--- src/rtl/ep_lock_pkg.sv ---
package ep_lock_pkg;
  localparam int MODE_W = 4;

  typedef enum logic [1:0] {
    PKT_SETUP = 2'd0,
    PKT_OUT   = 2'd1,
    PKT_IN    = 2'd2,
    PKT_RSVD  = 2'd3
  } pkt_e;

  localparam logic [MODE_W-1:0] MODE_SETUP  = 4'b0001;
  localparam logic [MODE_W-1:0] MODE_ACK_ST = 4'b1111;
  localparam logic [MODE_W-1:0] MODE_NAK_ST = 4'b1110;
endpackage

--- src/rtl/ep_lock_slot.sv ---
module ep_lock_slot
  import ep_lock_pkg::*;
#(
  parameter int CNT_W    = 6,
  parameter bit LOCKABLE = 1'b0,
  localparam int REG_W   = CNT_W + 2
) (
  input  logic              clk_i,
  input  logic              rst_ni,
  input  logic              wr_i,
  input  logic              rd_i,
  input  logic              sel_i,
  input  logic [REG_W-1:0]  wdata_i,
  input  logic              upd_i,
  input  pkt_e              pkt_i,
  input  logic              status_i,
  input  logic              tog_i,
  input  logic              valid_i,
  input  logic [CNT_W-1:0]  cnt_i,
  output logic [MODE_W-1:0] mode_o,
  output logic [REG_W-1:0]  cnt_reg_o,
  output logic              irq_o
);
  logic [MODE_W-1:0] mode_q;
  logic [CNT_W-1:0]  cnt_q;
  logic              valid_q, tog_q, lock_q, irq_q;

  always_ff @(posedge clk_i or negedge rst_ni) begin
    if (!rst_ni) begin
      mode_q  <= '0;
      cnt_q   <= '0;
      valid_q <= 1'b0;
      tog_q   <= 1'b0;
      lock_q  <= 1'b0;
      irq_q   <= 1'b0;
    end else begin
      irq_q <= upd_i;
      if (upd_i) begin
        // engine result wins over any firmware access this cycle
        unique case (pkt_i)
          PKT_SETUP: begin
            mode_q  <= MODE_SETUP;
            cnt_q   <= cnt_i;
            valid_q <= valid_i;
            tog_q   <= tog_i;
            lock_q  <= LOCKABLE;
          end
          PKT_OUT: begin
            cnt_q   <= cnt_i;
            valid_q <= valid_i;
            tog_q   <= tog_i;
            lock_q  <= LOCKABLE;
            if (status_i && mode_q == MODE_ACK_ST) mode_q <= MODE_NAK_ST;
          end
          PKT_IN:  tog_q <= tog_i;
          default: ;
        endcase
      end else begin
        if (wr_i && !lock_q) begin
          if (sel_i) {tog_q, valid_q, cnt_q} <= wdata_i;
          else       mode_q <= wdata_i[MODE_W-1:0];
        end
        if (rd_i) lock_q <= 1'b0;
      end
    end
  end

  assign mode_o    = mode_q;
  assign cnt_reg_o = {tog_q, valid_q, cnt_q};
  assign irq_o     = irq_q;

  a_r4_write_ignored: assert property (@(posedge clk_i) disable iff (!rst_ni)
    (lock_q && wr_i && !upd_i) |=> ($stable(mode_q) && $stable(cnt_q) && $stable(valid_q) && $stable(tog_q)));

  a_r5_read_unlocks: assert property (@(posedge clk_i) disable iff (!rst_ni)
    (rd_i && !upd_i) |=> !lock_q);

  a_r9_result_locks: assert property (@(posedge clk_i) disable iff (!rst_ni)
    (upd_i && (pkt_i == PKT_SETUP || pkt_i == PKT_OUT)) |=> (lock_q == LOCKABLE));

  a_r8_status_flip: assert property (@(posedge clk_i) disable iff (!rst_ni)
    (upd_i && pkt_i == PKT_OUT && status_i && mode_q == MODE_ACK_ST) |=> (mode_q == MODE_NAK_ST));

  a_r7_setup_mode: assert property (@(posedge clk_i) disable iff (!rst_ni)
    (upd_i && pkt_i == PKT_SETUP) |=> (mode_q == MODE_SETUP));

  a_r10_irq_follows: assert property (@(posedge clk_i) disable iff (!rst_ni)
    upd_i |=> irq_q);

  a_r10_irq_quiet: assert property (@(posedge clk_i) disable iff (!rst_ni)
    !upd_i |=> !irq_q);

  a_r11_in_keeps_count: assert property (@(posedge clk_i) disable iff (!rst_ni)
    (upd_i && pkt_i == PKT_IN) |=> ($stable(cnt_q) && $stable(mode_q) && $stable(valid_q)));
endmodule

--- src/rtl/ep_lock_rdmux.sv ---
module ep_lock_rdmux
  import ep_lock_pkg::*;
#(
  parameter int NUM_EP = 4,
  parameter int EP_W   = 2,
  parameter int REG_W  = 8
) (
  input  logic [NUM_EP-1:0][MODE_W-1:0] mode_i,
  input  logic [NUM_EP-1:0][REG_W-1:0]  cnt_i,
  input  logic [EP_W-1:0]               ep_i,
  input  logic                          sel_i,
  output logic [REG_W-1:0]              rdata_o
);
  always_comb begin
    rdata_o = '0;
    for (int e = 0; e < NUM_EP; e++) begin
      if (ep_i == EP_W'(e)) rdata_o = sel_i ? cnt_i[e] : REG_W'(mode_i[e]);
    end
  end
endmodule

--- src/rtl/ep_mode_lock_top.sv ---
module ep_mode_lock_top
  import ep_lock_pkg::*;
#(
  parameter int NUM_EP = 4,
  parameter int CNT_W  = 6,
  parameter int EP_W   = $clog2(NUM_EP),
  localparam int REG_W = CNT_W + 2
) (
  input  logic              clk_i,
  input  logic              rst_ni,
  input  logic              fw_wr_i,
  input  logic              fw_rd_i,
  input  logic [EP_W-1:0]   fw_ep_i,
  input  logic              fw_sel_i,
  input  logic [REG_W-1:0]  fw_wdata_i,
  output logic [REG_W-1:0]  fw_rdata_o,
  input  logic              sie_done_i,
  input  logic [EP_W-1:0]   sie_ep_i,
  input  logic [1:0]        sie_pkt_i,
  input  logic              sie_status_i,
  input  logic              sie_tog_i,
  input  logic              sie_valid_i,
  input  logic [CNT_W-1:0]  sie_cnt_i,
  output logic [NUM_EP-1:0] irq_o
);
  logic [NUM_EP-1:0][MODE_W-1:0] mode_all;
  logic [NUM_EP-1:0][REG_W-1:0]  cnt_all;
  pkt_e                          pkt;

  assign pkt = pkt_e'(sie_pkt_i);

  for (genvar e = 0; e < NUM_EP; e++) begin : g_ep
    logic hit_fw, hit_sie;
    assign hit_fw  = (fw_ep_i == EP_W'(e));
    assign hit_sie = sie_done_i && (sie_ep_i == EP_W'(e));

    ep_lock_slot #(
      .CNT_W   (CNT_W),
      .LOCKABLE(e == 0)
    ) u_slot (
      .clk_i    (clk_i),
      .rst_ni   (rst_ni),
      .wr_i     (fw_wr_i && hit_fw),
      .rd_i     (fw_rd_i && hit_fw),
      .sel_i    (fw_sel_i),
      .wdata_i  (fw_wdata_i),
      .upd_i    (hit_sie),
      .pkt_i    (pkt),
      .status_i (sie_status_i),
      .tog_i    (sie_tog_i),
      .valid_i  (sie_valid_i),
      .cnt_i    (sie_cnt_i),
      .mode_o   (mode_all[e]),
      .cnt_reg_o(cnt_all[e]),
      .irq_o    (irq_o[e])
    );
  end

  ep_lock_rdmux #(
    .NUM_EP(NUM_EP),
    .EP_W  (EP_W),
    .REG_W (REG_W)
  ) u_rdmux (
    .mode_i (mode_all),
    .cnt_i  (cnt_all),
    .ep_i   (fw_ep_i),
    .sel_i  (fw_sel_i),
    .rdata_o(fw_rdata_o)
  );

  a_r10_irq_onehot: assert property (@(posedge clk_i) disable iff (!rst_ni)
    $onehot0(irq_o));
endmodule

--- config.mk ---
export PLATFORM = sky130hd
export DESIGN_NAME = ep_mode_lock_top
export DESIGN_NICKNAME = d
export VERILOG_FILES = /design/src/rtl/ep_lock_pkg.sv /design/src/rtl/ep_lock_slot.sv /design/src/rtl/ep_lock_rdmux.sv /design/src/rtl/ep_mode_lock_top.sv
export SDC_FILE = /design/constraint.sdc
export NUM_CORES = 1
export LEC_CHECK = 0
export BUFFER_PORTS_ARGS = -buffer_cell sky130_fd_sc_hd__buf_2
export CAP_MARGIN = 15
export CORE_MARGIN = 1
export CORE_UTILIZATION = 55
export DETAILED_ROUTE_END_ITERATION = 10
export PLACE_DENSITY = 0.85
export SYNTH_ARGS = -nofsm -noshare
export SYNTH_HDL_FRONTEND = slang
export SYNTH_SLANG_ARGS = --single-unit
--- constraint.sdc ---
create_clock -name clk_i -period 1.65 [get_ports clk_i]
set_clock_uncertainty 0.1 [all_clocks]
set_input_delay 0.0825 -clock clk_i [delete_from_list [all_inputs] [get_ports clk_i]]
set_output_delay 0.0825 -clock clk_i [all_outputs]
set_load 0.02 [all_outputs]
==> impl_metrics.json <==
{
  "outcome": "finished, violations left",
  "violations": "setup timing",
  "ys_types": 46,
  "cp_data_required_time_ps": 1470,
  "layout_setup_ws_ps": -196,
  "async_reset_ff_share_pct": 100,
  "yosys_warnings": 0,
  "rows": 27,
  "via_per_inst": 6.20,
  "wire_per_inst_um": 19.5,
  "fill_cells": 409,
  "grt_pass1_vias": 2765,
  "core_area_um2": 5470,
  "cp-end-kind": "output pin",
  "cellLeakagePower_nw": 1.81,
  "routed_wl_mm": 8.69,
  "ctsHtreeMaxLevel": 2,
  "final_hold_viol_count": 0,
  "clockBufferDepth": 2,
  "initial_core_util_pct": 56.9,
  "most-common-layout-cells": "53 x dfrtp_1, 47 x nand2_1, 32 x buf_2, 31 x buf_4, 24 x nor2_1",
  "fp.dieW_um": 77.2,
  "final_common_cell": "dfrtp_1",
  "clk_pin_slew_ps": 100,
  "gp_routability_congestion": 0.964,
  "cts_tree": "built",
  "synth_area_per_cell_um2": 10.3,
  "hpwl_mm": 5.96,
  "worstPathArrival_ps": 1660,
  "drive_gt1_share_pct": 32.1,
  "netlist_area_um2": 3110,
  "io_pins": 41,
  "tns_ps": -687,
  "drcViolationCount": 0,
  "ir_drop_mv": 0.793,
  "n_antenna_cell": 0,
  "power.density_nw_per_um2": 1030,
  "synth_fp_nets": 332,
  "cap_violations": 0,
  "fp.dieH_um": 77.2,
  "worstSetupPathType": "reg -> out",
  "rsz0062_at_grt": "true",
  "worst_slew_pin_slew_ps": 736,
  "grt_first_pass_wirelength_mm": 13.5,
  "seqCellArea_um2": 1330,
  "clockRootBuffer": "clkbuf_8",
  "io_buffers": 40,
  "fmax_ghz": 0.542,
  "grt_max_degree": 23,
  "grt_usage_pct": 30.2,
  "setup_viol": 5,
  "final_antenna_net_count": 0,
  "worst-path-max-fanout": 2,
  "area_delta_synth_final_pct": 23.0,
  "ys_seq_area_share_pct": 42.6,
  "clkLatencyLatePin_ps": 310,
  "final_nets": 402,
  "cts_buffers": 5,
  "syn_inst": 303,
  "drt_first_iter_violations": 365,
  "synth_edf_count": 0,
  "holdWs_ps": 14.8,
  "overflow": 0,
  "ys_ff_latch": 53,
  "instances_no_fill": 446,
  "multi_input_area_um2": 1640,
  "cp-start-kind": "flip-flop",
  "numClockSinks": 53,
  "hp-class": "in -> reg",
  "drv_slew": 0,
  "vias": 2767,
  "place_inst": 416,
  "relSlewSlack_pct": 50.8,
  "die_area_um2": 5960,
  "antenna_found_initial": 0,
  "period_needed_ps": 1850,
  "synth_top_flop_cell": "dfrtp_1",
  "period_share_pct": 112,
  "dr.pass1.iters": 5
}
-- timing repair --
| item | 4_1_cts | 5_1_grt |
|---|---|---|
| setup buffers | 6 | 4 |
| hold buffers | 12 | 0 |
| hold endpoints to repair | 35 | 0 |
| resized for setup | 18 | 7 |
| endpoints found under the setup margin | 7 | 11 |
| pin swaps | 2 | 3 |
-- worst paths after layout --
kind	startpoint	end	slack [ps]	cells past startpoint
min reg2reg	g_ep[1].u_slot.valid_q	g_ep[1].u_slot.valid_q	400	2
max reg2reg	g_ep[0].u_slot.mode_o[3]	g_ep[0].u_slot.mode_o[3]	10	6
min	fw_wdata_i[0]	g_ep[3].u_slot.cnt_q[0]	10	3
max	g_ep[0].u_slot.mode_o[0]	fw_rdata_o[0]	-200	3
max in group asynchronous	rst_ni	g_ep[3].u_slot.mode_o[1]	650	3
min in group asynchronous	rst_ni	g_ep[0].u_slot.valid_q	140	2
-- through the flow --
step           cell area (um2)  power [mW]  utilization, %  worst slack [ps]
2_1_floorplan             3110        2.42               -               199
3_3_place_gp              3430        2.71            62.6              59.2
3_5_place_dp              3430        2.76            62.6              12.5
4_1_cts                   3770        3.85            68.9              -191
5_1_grt                   3830        4.10            70.0              -216
6_report                  3830        3.94            70.0              -196
-- sequential cells by signal, summed over array words and instances, names as in the netlist --
register	count
g_ep.u_slot.irq_o	4
g_ep.u_slot.valid_q	4
g_ep.u_slot.mode_o	16
g_ep.u_slot.tog_q	4
g_ep.u_slot.cnt_q	24
g_ep.u_slot.lock_q	1
-- power breakdown --
| group | switching, mW | internal, mW |
|---|---|---|
| clock network | 0.446 | 0.494 |
| logic | 0.548 | 0.642 |
| registers | 0.222 | 1.59 |
-- layout make-up --
class	count	area share, %
repair buffers	83	15.8
inverters	12	1.18
clock inverters	2	0.980
multi-input cells	218	42.9
flip-flops and latches	53	34.6
clock buffers	6	2.16
well taps	72	2.35
-- metal layers --
metal	part of all wire, %	track usage, %
met5	0	0
met4	4.0	15.3
met3	8.9	6.55
met2	49	48.9
met1	39	38.1
-- synth_stat cells, drive strengths merged, types with 3 or more instances --
cell / count / area, um2
mux4: 12 / 270
nand2: 47 / 176
mux2i: 17 / 170
nor2b: 3 / 18.8
a21boi: 6 / 45.1
a31oi: 5 / 37.5
nand3: 7 / 40.0
dfrtp: 53 / 1330
inv: 12 / 45.0
nor2: 24 / 90.1
o21ai: 29 / 145
and2: 5 / 31.3
a21oi: 22 / 121
buf: 19 / 129
mux2: 17 / 191
-- cells by family (layout without fill, tap and decap cells) --
kind of cell / Yosys count / after routing / synth area share (%)
multiplexers: 46 / 46 / 20.3
buffers and inverters: 32 / 103 / 5.71
AND/OR/NAND/NOR: 100 / 100 / 16.0
flip-flops: 53 / 53 / 42.6
AO/OA/AOI/OAI: 72 / 72 / 15.3
-- critical path, cell delays in order, from the launching register on --
cell     delay (ps)
dfrtp_1         430
mux4_2          480
mux2_4          300
buf_6           130
Note: power is estimated with default switching activity, not from simulation.
